===== config.mk =====
export PLATFORM = sky130hd
export DESIGN_NAME = guard_timer
export DESIGN_NICKNAME = d
export VERILOG_FILES = /design/src/rtl/guard_timer_pkg.sv /design/src/rtl/gt_regs.sv /design/src/rtl/gt_counter.sv /design/src/rtl/gt_actions.sv /design/src/rtl/guard_timer.sv
export SDC_FILE = /design/constraint.sdc
export NUM_CORES = 1
export LEC_CHECK = 0
export ABC_CLOCK_PERIOD_IN_PS = 2120
export CAP_MARGIN = 40
export CORE_MARGIN = 8
export CORE_UTILIZATION = 40
export CTS_CLUSTER_SIZE = 20
export DETAILED_ROUTE_END_ITERATION = 10
export MAX_ROUTING_LAYER = met4
export SYNTH_ARGS = -nofsm -noshare
export SYNTH_HDL_FRONTEND = slang
export SYNTH_HIERARCHICAL = 1
export SYNTH_SLANG_ARGS = --single-unit

===== constraint.sdc =====
create_clock -name clk -period 2.12 [get_ports clk]
set_input_delay 0.318 -clock clk [delete_from_list [all_inputs] [get_ports clk]]
set_output_delay 0.318 -clock clk [all_outputs]
set_load 0.01 [all_outputs]

===== src/rtl/guard_timer_pkg.sv =====
package guard_timer_pkg;

  typedef enum logic [1:0] {
    ACT_RESET  = 2'b00,
    ACT_FAN    = 2'b01,
    ACT_COUNT  = 2'b10,
    ACT_RESET2 = 2'b11
  } act_e;

  typedef struct packed {
    act_e act;
    logic lock;
    logic en;
  } ctrl_t;

  localparam logic [2:0] ADR_CTRL  = 3'd0;
  localparam logic [2:0] ADR_TLO   = 3'd1;
  localparam logic [2:0] ADR_THI   = 3'd2;
  localparam logic [2:0] ADR_PING  = 3'd3;
  localparam logic [2:0] ADR_LLO   = 3'd4;
  localparam logic [2:0] ADR_LHI   = 3'd5;
  localparam logic [2:0] ADR_EVT   = 3'd6;
  localparam logic [2:0] ADR_STAT  = 3'd7;

endpackage


===== src/rtl/gt_regs.sv =====
module gt_regs
  import guard_timer_pkg::*;
#(
  parameter int TW = 16
) (
  input  logic        clk,
  input  logic        rst_n,
  input  logic        wr,
  input  logic [2:0]  addr,
  input  logic [7:0]  wdata,
  input  logic        soft_clr,
  input  logic [15:0] left,
  input  logic [7:0]  evcnt,
  input  logic        cause,
  input  logic        fan,
  output ctrl_t       ctrl,
  output logic [TW-1:0] tout,
  output logic        load_req,
  output logic        cause_clr,
  output logic        fan_clr,
  output logic [7:0]  rdata
);

  localparam logic [15:0] TMASK = 16'((32'd1 << TW) - 32'd1);

  ctrl_t       ctrl_q, ctrl_n;
  logic [15:0] tout_q, tout_n;
  logic        upd;

  assign upd = wr | soft_clr;

  always_comb begin
    ctrl_n = ctrl_q;
    tout_n = tout_q;
    if (soft_clr) begin
      ctrl_n = '0;
      tout_n = '0;
    end else if (wr) begin
      case (addr)
        ADR_CTRL: begin
          ctrl_n.en   = wdata[0] | (ctrl_q.lock & ctrl_q.en);
          ctrl_n.lock = wdata[1] | ctrl_q.lock;
          ctrl_n.act  = act_e'(wdata[3:2]);
        end
        ADR_TLO: tout_n = {tout_q[15:8], wdata} & TMASK;
        ADR_THI: tout_n = {wdata, tout_q[7:0]} & TMASK;
        default: ;
      endcase
    end
  end

  always_ff @(posedge clk or negedge rst_n) begin
    if (!rst_n) begin
      ctrl_q <= '0;
      tout_q <= '0;
    end else if (upd) begin
      ctrl_q <= ctrl_n;
      tout_q <= tout_n;
    end
  end

  assign load_req  = wr & ((addr == ADR_PING) |
                           ((addr == ADR_CTRL) & wdata[0] & ~ctrl_q.en));
  assign cause_clr = wr & (addr == ADR_STAT) & wdata[0];
  assign fan_clr   = wr & (addr == ADR_STAT) & wdata[1];

  assign ctrl = ctrl_q;
  assign tout = tout_q[TW-1:0];

  always_comb begin
    case (addr)
      ADR_CTRL: rdata = {4'b0, ctrl_q.act, ctrl_q.lock, ctrl_q.en};
      ADR_TLO:  rdata = tout_q[7:0];
      ADR_THI:  rdata = tout_q[15:8];
      ADR_LLO:  rdata = left[7:0];
      ADR_LHI:  rdata = left[15:8];
      ADR_EVT:  rdata = evcnt;
      ADR_STAT: rdata = {6'b0, fan, cause};
      default:  rdata = 8'h00;
    endcase
  end

  // a locked, running watchdog stays enabled and locked
  a_r6_lock_holds: assert property (@(posedge clk) disable iff (!rst_n)
    (ctrl_q.lock && ctrl_q.en && !soft_clr) |=> (ctrl_q.en && ctrl_q.lock));

  // a reset-action expiry leaves configuration cleared
  a_r7_cfg_cleared: assert property (@(posedge clk) disable iff (!rst_n)
    soft_clr |=> (ctrl_q == '0 && tout_q == '0));

endmodule


===== src/rtl/gt_counter.sv =====
module gt_counter #(
  parameter int CW         = 16,
  parameter int UNIT_TICKS = 1000
) (
  input  logic          clk,
  input  logic          rst_n,
  input  logic          en,
  input  logic          tick,
  input  logic          load_req,
  input  logic [CW-1:0] load_val,
  output logic [CW-1:0] cnt,
  output logic          expire
);

  localparam int PW = (UNIT_TICKS > 1) ? $clog2(UNIT_TICKS) : 1;
  localparam logic [PW-1:0] PRE_LAST = PW'(UNIT_TICKS - 1);

  logic [PW-1:0] pre_q, pre_n;
  logic [CW-1:0] cnt_q, cnt_n;
  logic          unit_end, step, upd;

  assign unit_end = (pre_q == PRE_LAST);
  assign step     = en & tick & ~load_req;
  assign upd      = load_req | step;
  assign expire   = step & unit_end & (cnt_q == CW'(1));

  always_comb begin
    pre_n = pre_q;
    cnt_n = cnt_q;
    if (load_req) begin
      pre_n = '0;
      cnt_n = load_val;
    end else if (step) begin
      if (unit_end) begin
        pre_n = '0;
        cnt_n = (cnt_q == CW'(1)) ? load_val : cnt_q - CW'(1);
      end else begin
        pre_n = pre_q + PW'(1);
      end
    end
  end

  always_ff @(posedge clk or negedge rst_n) begin
    if (!rst_n) begin
      pre_q <= '0;
      cnt_q <= '0;
    end else if (upd) begin
      pre_q <= pre_n;
      cnt_q <= cnt_n;
    end
  end

  assign cnt = cnt_q;

  // an enabled timer never holds a zero count (zero timeout acts as one)
  a_r2_count_nonzero: assert property (@(posedge clk) disable iff (!rst_n)
    en |-> (cnt_q != '0));

  // with the enable low and no load, the count does not move
  a_r5_idle_frozen: assert property (@(posedge clk) disable iff (!rst_n)
    (!en && !load_req) |=> $stable(cnt_q));

endmodule


===== src/rtl/gt_actions.sv =====
module gt_actions
  import guard_timer_pkg::*;
#(
  parameter int RST_HOLD = 16,
  parameter int EVW      = 8
) (
  input  logic           clk,
  input  logic           rst_n,
  input  logic           expire,
  input  act_e           act,
  input  logic           fan_clr,
  input  logic           cause_clr,
  output logic           soft_clr,
  output logic           sys_rst,
  output logic           fan,
  output logic           cause,
  output logic [EVW-1:0] evcnt
);

  localparam int RCW = $clog2(RST_HOLD + 1);
  localparam logic [EVW-1:0] EV_MAX = '1;

  logic [RCW-1:0] rcnt_q, rcnt_n;
  logic [EVW-1:0] ev_q, ev_n;
  logic           fan_q, fan_n, cause_q, cause_n;
  logic           is_rst, is_fan, is_cnt;

  assign is_rst = expire & ((act == ACT_RESET) | (act == ACT_RESET2));
  assign is_fan = expire & (act == ACT_FAN);
  assign is_cnt = expire & (act == ACT_COUNT);

  always_comb begin
    rcnt_n  = (rcnt_q != '0) ? rcnt_q - RCW'(1) : '0;
    if (is_rst) rcnt_n = RCW'(RST_HOLD);
    ev_n    = (is_cnt && ev_q != EV_MAX) ? ev_q + EVW'(1) : ev_q;
    fan_n   = is_fan | (fan_q & ~fan_clr);
    cause_n = is_rst | (cause_q & ~cause_clr);
  end

  always_ff @(posedge clk or negedge rst_n) begin
    if (!rst_n) begin
      rcnt_q  <= '0;
      ev_q    <= '0;
      fan_q   <= 1'b0;
      cause_q <= 1'b0;
    end else begin
      rcnt_q  <= rcnt_n;
      if (is_cnt) ev_q <= ev_n;
      fan_q   <= fan_n;
      cause_q <= cause_n;
    end
  end

  assign soft_clr = is_rst;
  assign sys_rst  = (rcnt_q != '0);
  assign fan      = fan_q;
  assign cause    = cause_q;
  assign evcnt    = ev_q;

  // the reset pulse only starts after an expiry
  a_r7_pulse_from_expiry: assert property (@(posedge clk) disable iff (!rst_n)
    $rose(sys_rst) |-> $past(expire));

  // the expiry count saturates
  a_r10_saturate: assert property (@(posedge clk) disable iff (!rst_n)
    (ev_q == EV_MAX) |=> (ev_q == EV_MAX));

  // the fan request only drops on a software clear
  a_r9_fan_sticky: assert property (@(posedge clk) disable iff (!rst_n)
    $fell(fan_q) |-> $past(fan_clr));

  // the cause flag only drops on a software clear
  a_r8_cause_sticky: assert property (@(posedge clk) disable iff (!rst_n)
    $fell(cause_q) |-> $past(cause_clr));

endmodule


===== src/rtl/guard_timer.sv =====
module guard_timer
  import guard_timer_pkg::*;
#(
  parameter int VARIANT       = 2,
  parameter int TICKS_PER_SEC = 1000,
  parameter int RST_HOLD      = 16
) (
  input  logic       clk,
  input  logic       rst_n,
  input  logic       bus_wr,
  input  logic [2:0] bus_addr,
  input  logic [7:0] bus_wdata,
  output logic [7:0] bus_rdata,
  input  logic       tick_ms,
  output logic       sys_rst_o,
  output logic       fan_full_o
);

  localparam int TW         = (VARIANT == 0) ? 4 : ((VARIANT == 1) ? 8 : 16);
  localparam int CW         = (VARIANT == 1) ? 8 : 16;
  localparam int UNIT_TICKS = (VARIANT == 0) ? 1 : TICKS_PER_SEC;

  logic [1:0]    rst_sync;
  logic          rst_ns;
  ctrl_t         ctrl;
  logic [TW-1:0] tout;
  logic [CW-1:0] load_val, cnt;
  logic [15:0]   left;
  logic [7:0]    evcnt;
  logic          load_req, cause_clr, fan_clr, soft_clr;
  logic          expire, cause, fan, sys_rst;

  always_ff @(posedge clk or negedge rst_n) begin
    if (!rst_n) rst_sync <= 2'b00;
    else        rst_sync <= {rst_sync[0], 1'b1};
  end
  assign rst_ns = rst_sync[1];

  generate
    if (VARIANT == 0) begin : g_pow2
      assign load_val = CW'(1) << tout;
      assign left     = 16'h0000;
    end else begin : g_secs
      assign load_val = (tout == '0) ? CW'(1) : CW'(tout);
      assign left     = 16'(cnt);
    end
  endgenerate

  gt_regs #(.TW(TW)) u_regs (
    .clk       (clk),
    .rst_n     (rst_ns),
    .wr        (bus_wr),
    .addr      (bus_addr),
    .wdata     (bus_wdata),
    .soft_clr  (soft_clr),
    .left      (left),
    .evcnt     (evcnt),
    .cause     (cause),
    .fan       (fan),
    .ctrl      (ctrl),
    .tout      (tout),
    .load_req  (load_req),
    .cause_clr (cause_clr),
    .fan_clr   (fan_clr),
    .rdata     (bus_rdata)
  );

  gt_counter #(.CW(CW), .UNIT_TICKS(UNIT_TICKS)) u_cnt (
    .clk      (clk),
    .rst_n    (rst_ns),
    .en       (ctrl.en),
    .tick     (tick_ms),
    .load_req (load_req),
    .load_val (load_val),
    .cnt      (cnt),
    .expire   (expire)
  );

  gt_actions #(.RST_HOLD(RST_HOLD), .EVW(8)) u_act (
    .clk       (clk),
    .rst_n     (rst_ns),
    .expire    (expire),
    .act       (ctrl.act),
    .fan_clr   (fan_clr),
    .cause_clr (cause_clr),
    .soft_clr  (soft_clr),
    .sys_rst   (sys_rst),
    .fan       (fan),
    .cause     (cause),
    .evcnt     (evcnt)
  );

  assign sys_rst_o  = sys_rst;
  assign fan_full_o = fan;

  // the power-of-two variant reports no time left
  a_r1_no_left: assert property (@(posedge clk) disable iff (!rst_ns)
    (VARIANT == 0) |-> (left == 16'h0000));

endmodule


== Word level (Yosys, flattened, before mapping) ==
Cells that the tools add are included.
W data, S select, Z words.
Storage, ports and cells
  register bits: 63
  input port bits: 15
  output and inout bits: 10
  word-level logic and storage cells: 93
Cells by class
  $add $sub $neg: 4
  equality and inequality tests: 15
  mux-type cells: 17
  bitwise logic cells: 28
  reduce and logical (&&, ||, !) cells: 17
Operators with widths (count)
  $mux W16: 7
  $pmux W8 S7: 1
  $pmux W16 S2: 1
  $mux W10: 3
  $and A1 B1 Y1: 16
  $eq A16 B1 Y1 const B: 1
  $logic_not A16 Y1: 1
  $sub A16 B1 Y16 const B: 1
  $eq A3 B3 Y1 const B: 4
  $mux W4: 3
  $reduce_bool A2 Y1: 6
  $add A10 B1 Y10 const B: 1
  $eq A10 B10 Y1 const B: 1
  $mux W5: 2
  $add A8 B1 Y8 const B: 1
  $ne A8 B8 Y1 const B: 1
  $or A1 B1 Y1: 8
  $reduce_and A4 Y1: 2
  $eq A3 B2 Y1 const B: 2
  $reduce_and A3 Y1: 2
  $reduce_bool A5 Y1: 1
  $sub A5 B1 Y5 const B: 1
  $eq A2 B2 Y1 const B: 2
  $ne A2 B2 Y1 const B: 2
  other kinds (7): 11

== Logic depth before layout (Yosys ltp) ==
  word-level depth: 12
  gate-level depth with buffers: 12
  gate-level depth less buffers: 9

== Modules after synthesis ==
Netlist, hierarchy kept.
Modules (own cells, without submodules)
  gt_counter: instances 1, cells each 197, area an instance 1783.0 um^2, sequential area each 650.6 um^2
  gt_regs: instances 1, cells each 132, area an instance 1371.3 um^2, sequential area each 500.5 um^2
  gt_actions: instances 1, cells each 73, area an instance 732.0 um^2, sequential area each 375.4 um^2
  guard_timer: instances 1, cells each 23, area an instance 143.9 um^2, sequential area each 50.0 um^2

== Worst setup path after synthesis ==
Ideal clock, no wire load.
  path type: register to register
  from: reg u_cnt.cnt_q[6] (netlist: u_cnt/cnt[6])
  to: reg u_act.ev_q[7] (netlist: u_act/evcnt[7])
  setup time: 0.125 ns
  data arrival time: 2.322 ns
  data required time: 1.995 ns
  slack: -0.327 ns
  cell stages (with the launch flop): 9
  buffers on the path: 1
  cell sequence: dfrtp_1 or4_1 buf_4 nor4_1 and3_1 and2_4 nand4_4 nor3_2 mux2_2
Between the ends
  longest elaborated chain between the ends: 5
Ends and longest elaborated chain
  start, declared: RTL line gt_counter.sv:19  | logic [CW-1:0] cnt_q, cnt_n;
  start signal, assigned: RTL line gt_counter.sv:49  | cnt_q <= cnt_n;
  $eq A16 B1 Y1 (*): RTL line gt_counter.sv:25  | assign expire = step & unit_end & (cnt_q == CW'(1));
  $and A1 B1 Y1 (*): RTL line gt_counter.sv:25
  named net expire: RTL line guard_timer.sv:31  | logic expire, cause, fan, sys_rst;
  $and A1 B1 Y1 (*): RTL line gt_actions.sv:30  | assign is_cnt = expire & (act == ACT_COUNT);
  $logic_and A1 B1 Y1: RTL line gt_actions.sv:35  | ev_n = (is_cnt && ev_q != EV_MAX) ? ev_q + EVW'(1) : ev_q;
  $reduce_and A2 Y1 (no line) (*)
  end signal, assigned: RTL line gt_actions.sv:48  | if (is_cnt) ev_q <= ev_n;
  end, declared: RTL line gt_actions.sv:24  | logic [EVW-1:0] ev_q, ev_n;
Mark *: on every way through the listed nets, which the timed path passes. The rest lies on a longest branch.
A chain may end at the register's enable or synchronous reset.

== Worst setup path after layout ==
  from: reg u_cnt.cnt_q[1] (netlist: u_cnt/cnt[1])
  to: reg u_act.ev_q[7] (netlist: u_act/evcnt[7])
Same word-level chain as after synthesis.

==> reports/metrics.cfg <==
[setup_path]
path_class=reg -> reg
path_depth=9
reg2reg_slack_ns=-0.27
end_kind=flop
required_ns=2.36
cp-endpoint=u_act/evcnt[7]
slowest_stage=or4b_4
critPathMaxFanout=4
cp-startpoint=u_cnt/cnt[1]
rr_startpoint=u_cnt/cnt[1]
r2r_end=u_act/evcnt[7]
cp_top_family=simple AND/OR/NAND/NOR gates
r2r_cells=9
worstPathArrival_ns=2.62
critPathMaxStageDelay_ns=0.50
start_kind=flop
path_cells=inv_2 -> ha_4 -> or4b_4 -> nor4_4 -> and3_4 -> and2_4 -> nand4_4 -> nor3_4 -> mux2_4
crit_buf_inv=1

[floorplan]
dieArea_um2=13500
io_pins=25
core_um2=9770
fp.dieH_um=116
fp-row-count=36
die_x_um=116
start_util_pct=41.2

[finish]
drive_gt1_share_pct=32.3
area_growth_pct=35.5
layout.nets=552
fin_area_um2=5460
num_antenna_cells=0
fin_util_pct=55.9
final_cell_mix=94 x buf_4, 61 x dfrtp_1, 44 x nor2_1
layout_commonest_cell=buf_4

[yosys]
syn_nets=447
ys_ff_latch=63
syn_area_um2=4030
synth_flop_cell=dfrtp_1
avgSynthCellArea_um2=9.48
synthDistinctLibCells=69
ys_seq_area_share_pct=39.1
async_reset_ff_share_pct=100
syn_inst=425
synth-edff-count=0
ys_warn_count=6

[power_and_ir_drop]
p_total_mw=4.31
max-vdd-ir-drop_mv=0.542
p_leak_nw=2.49
power_density_nw_per_um2=788

[sta]
worst_slack_ns=-0.267
setup_viol=18
fmax_mhz=419
hold_viol_final=0
finalSetupTns_ns=-1.84
rsz0062_at_grt=true
finalMaxSlewViolations=0
finClkSkew_ns=0.0129
period_minus_slack_ns=2.39
fin_crit_sh_pct=113

[drt]
ant_nets=0
vias=3727
routedWlPerCell_um=17.6
totalWireLength_mm=11.8
vias_per_cell=5.58
firstDrtPassIters=5
drc=0
drt_iter0_markers=296

[global_route]
use_met3_pct=3.52
busiest_layer=met2
grt_pass1_wl_mm=18.9
grt_max_degree=24
grt_overflow=0
use_met1_pct=24.1
track_usage_pct=18.7
grt_pass1_vias=3687
grt_use_met2_pct=28.5
antenna_found_initial=0

[clock_network]
htreeDepth=3
cts_tree=done
cts_root_buffer=clkbuf_8
clockBufferDepth=2
cts_buffers=9
cts_sinks=63
cts.clk_slew.worst_paths_ns=0.08
insertion_delay_ns=0.35

[run_status]
outcome=finished, violations left
violations=negative setup slack

[place]
gp_congestion=0.926
place_area_um2=4940
dp_hpwl_mm=8.66
port_buffers=24
place_ws_ns=-0.541

[min_path]
hp-class=in -> async

[flow_run]
cap_viol_max_count=0

final cells by class:
type                            instances  area (um2)
Clock buffer                           12         155
Tap cell                              133         166
Timing Repair Buffer                  130        1080
Multi-Input combinational cell        307        2330
Clock inverter                          4        76.3
Sequential cell                        63        1580
Inverter                               19        73.8
Fill cell                             871        4310
sequential cells by signal, summed over array words and instances, names as in the netlist:
signal and flops:
u_cnt/cnt 16, u_regs/tout 16, u_cnt/pre_q 10, u_act/evcnt 8, u_act/rcnt_q 5, u_regs/ctrl 4
rst_sync 2, u_act/cause 1, u_act/fan 1
kinds of logic after synthesis:
| group | synth area share, % |
|---|---|
| adder cells (fa/ha/maj) | 2.17 |
| multiplexers | 12.3 |
| AND/OR/NAND/NOR | 23.6 |
| XOR/XNOR | 2.17 |
| AO/OA/AOI/OAI | 13.7 |
| flip-flops | 39.1 |
| buffers and inverters | 6.89 |
| other | 0.0930 |
report_power, final:
part | internal, mW | total, mW | switching [mW]
clock | 0.731 | 1.24 | 0.505
combinational | 0.720 | 1.46 | 0.737
sequential | 1.41 | 1.61 | 0.203
routing by layer:
layer / vias to the layer above / part of all wire (%)
met5: - / 0
met4: 0 / 2.4
met3: 28 / 6.5
met2: 123 / 45
met1: 1831 / 46
li1: 1745 / -
metrics by stage:
stage	instances	hold WS, ns
4_1_cts	664	0.112
2_1_floorplan	425	0.0224
6_report	668	0.122
5_1_grt	668	0.117
3_3_place_gp	635	0.237
3_5_place_dp	635	0.241
synthesized netlist by cell type, types with 6 or more instances:
master | number | area [um2]
a32oi_1 | 6 | 52.6
a21oi_1 | 19 | 95.1
nand3_1 | 9 | 45.0
clkbuf_1 | 21 | 78.8
mux2i_1 | 37 | 370
nor3_1 | 19 | 95.1
nand4_1 | 6 | 37.5
nor2_1 | 45 | 169
o21ai_0 | 8 | 40.0
nor2b_1 | 6 | 37.5
inv_1 | 19 | 71.3
dfrtp_1 | 63 | 1580
mux2_2 | 11 | 124
nor4_1 | 10 | 62.6
nand2_1 | 26 | 97.6
xnor2_1 | 8 | 70.1
ha_1 | 7 | 87.6
worst register-to-register path: cells and delay by family, from the launching register on:
kind	cells	cell delay, ns
adders and majority gates	1	0.14
muxes	1	0.31
DFF	1	0.40
and+or+nand+nor	6	1.36
buffers and inverters	1	0.08
worst min path at each step:
stage	startpoint	end	slack, ns	depth (start not counted)
after CTS	rst_n	rst_sync[0]	0.11	1
after global placement	rst_sync[1]	u_regs/ctrl[3]	0.24	0
after global routing	rst_n	rst_sync[0]	0.12	1
final	rst_n	rst_sync[0]	0.12	1
after floorplan	rst_n	rst_sync[0]	0.02	0
after detailed placement	rst_sync[1]	u_regs/ctrl[2]	0.24	0
repair_timing:
action | CTS | global route
setup endpoints to repair | 54 | 58
resized for setup | 30 | 35
hold buffers | 0 | 0
buffers inserted | 11 | 5
pin swaps | 3 | 9
gates cloned | 2 | 0
Note: power is estimated with default switching activity, not from simulation.
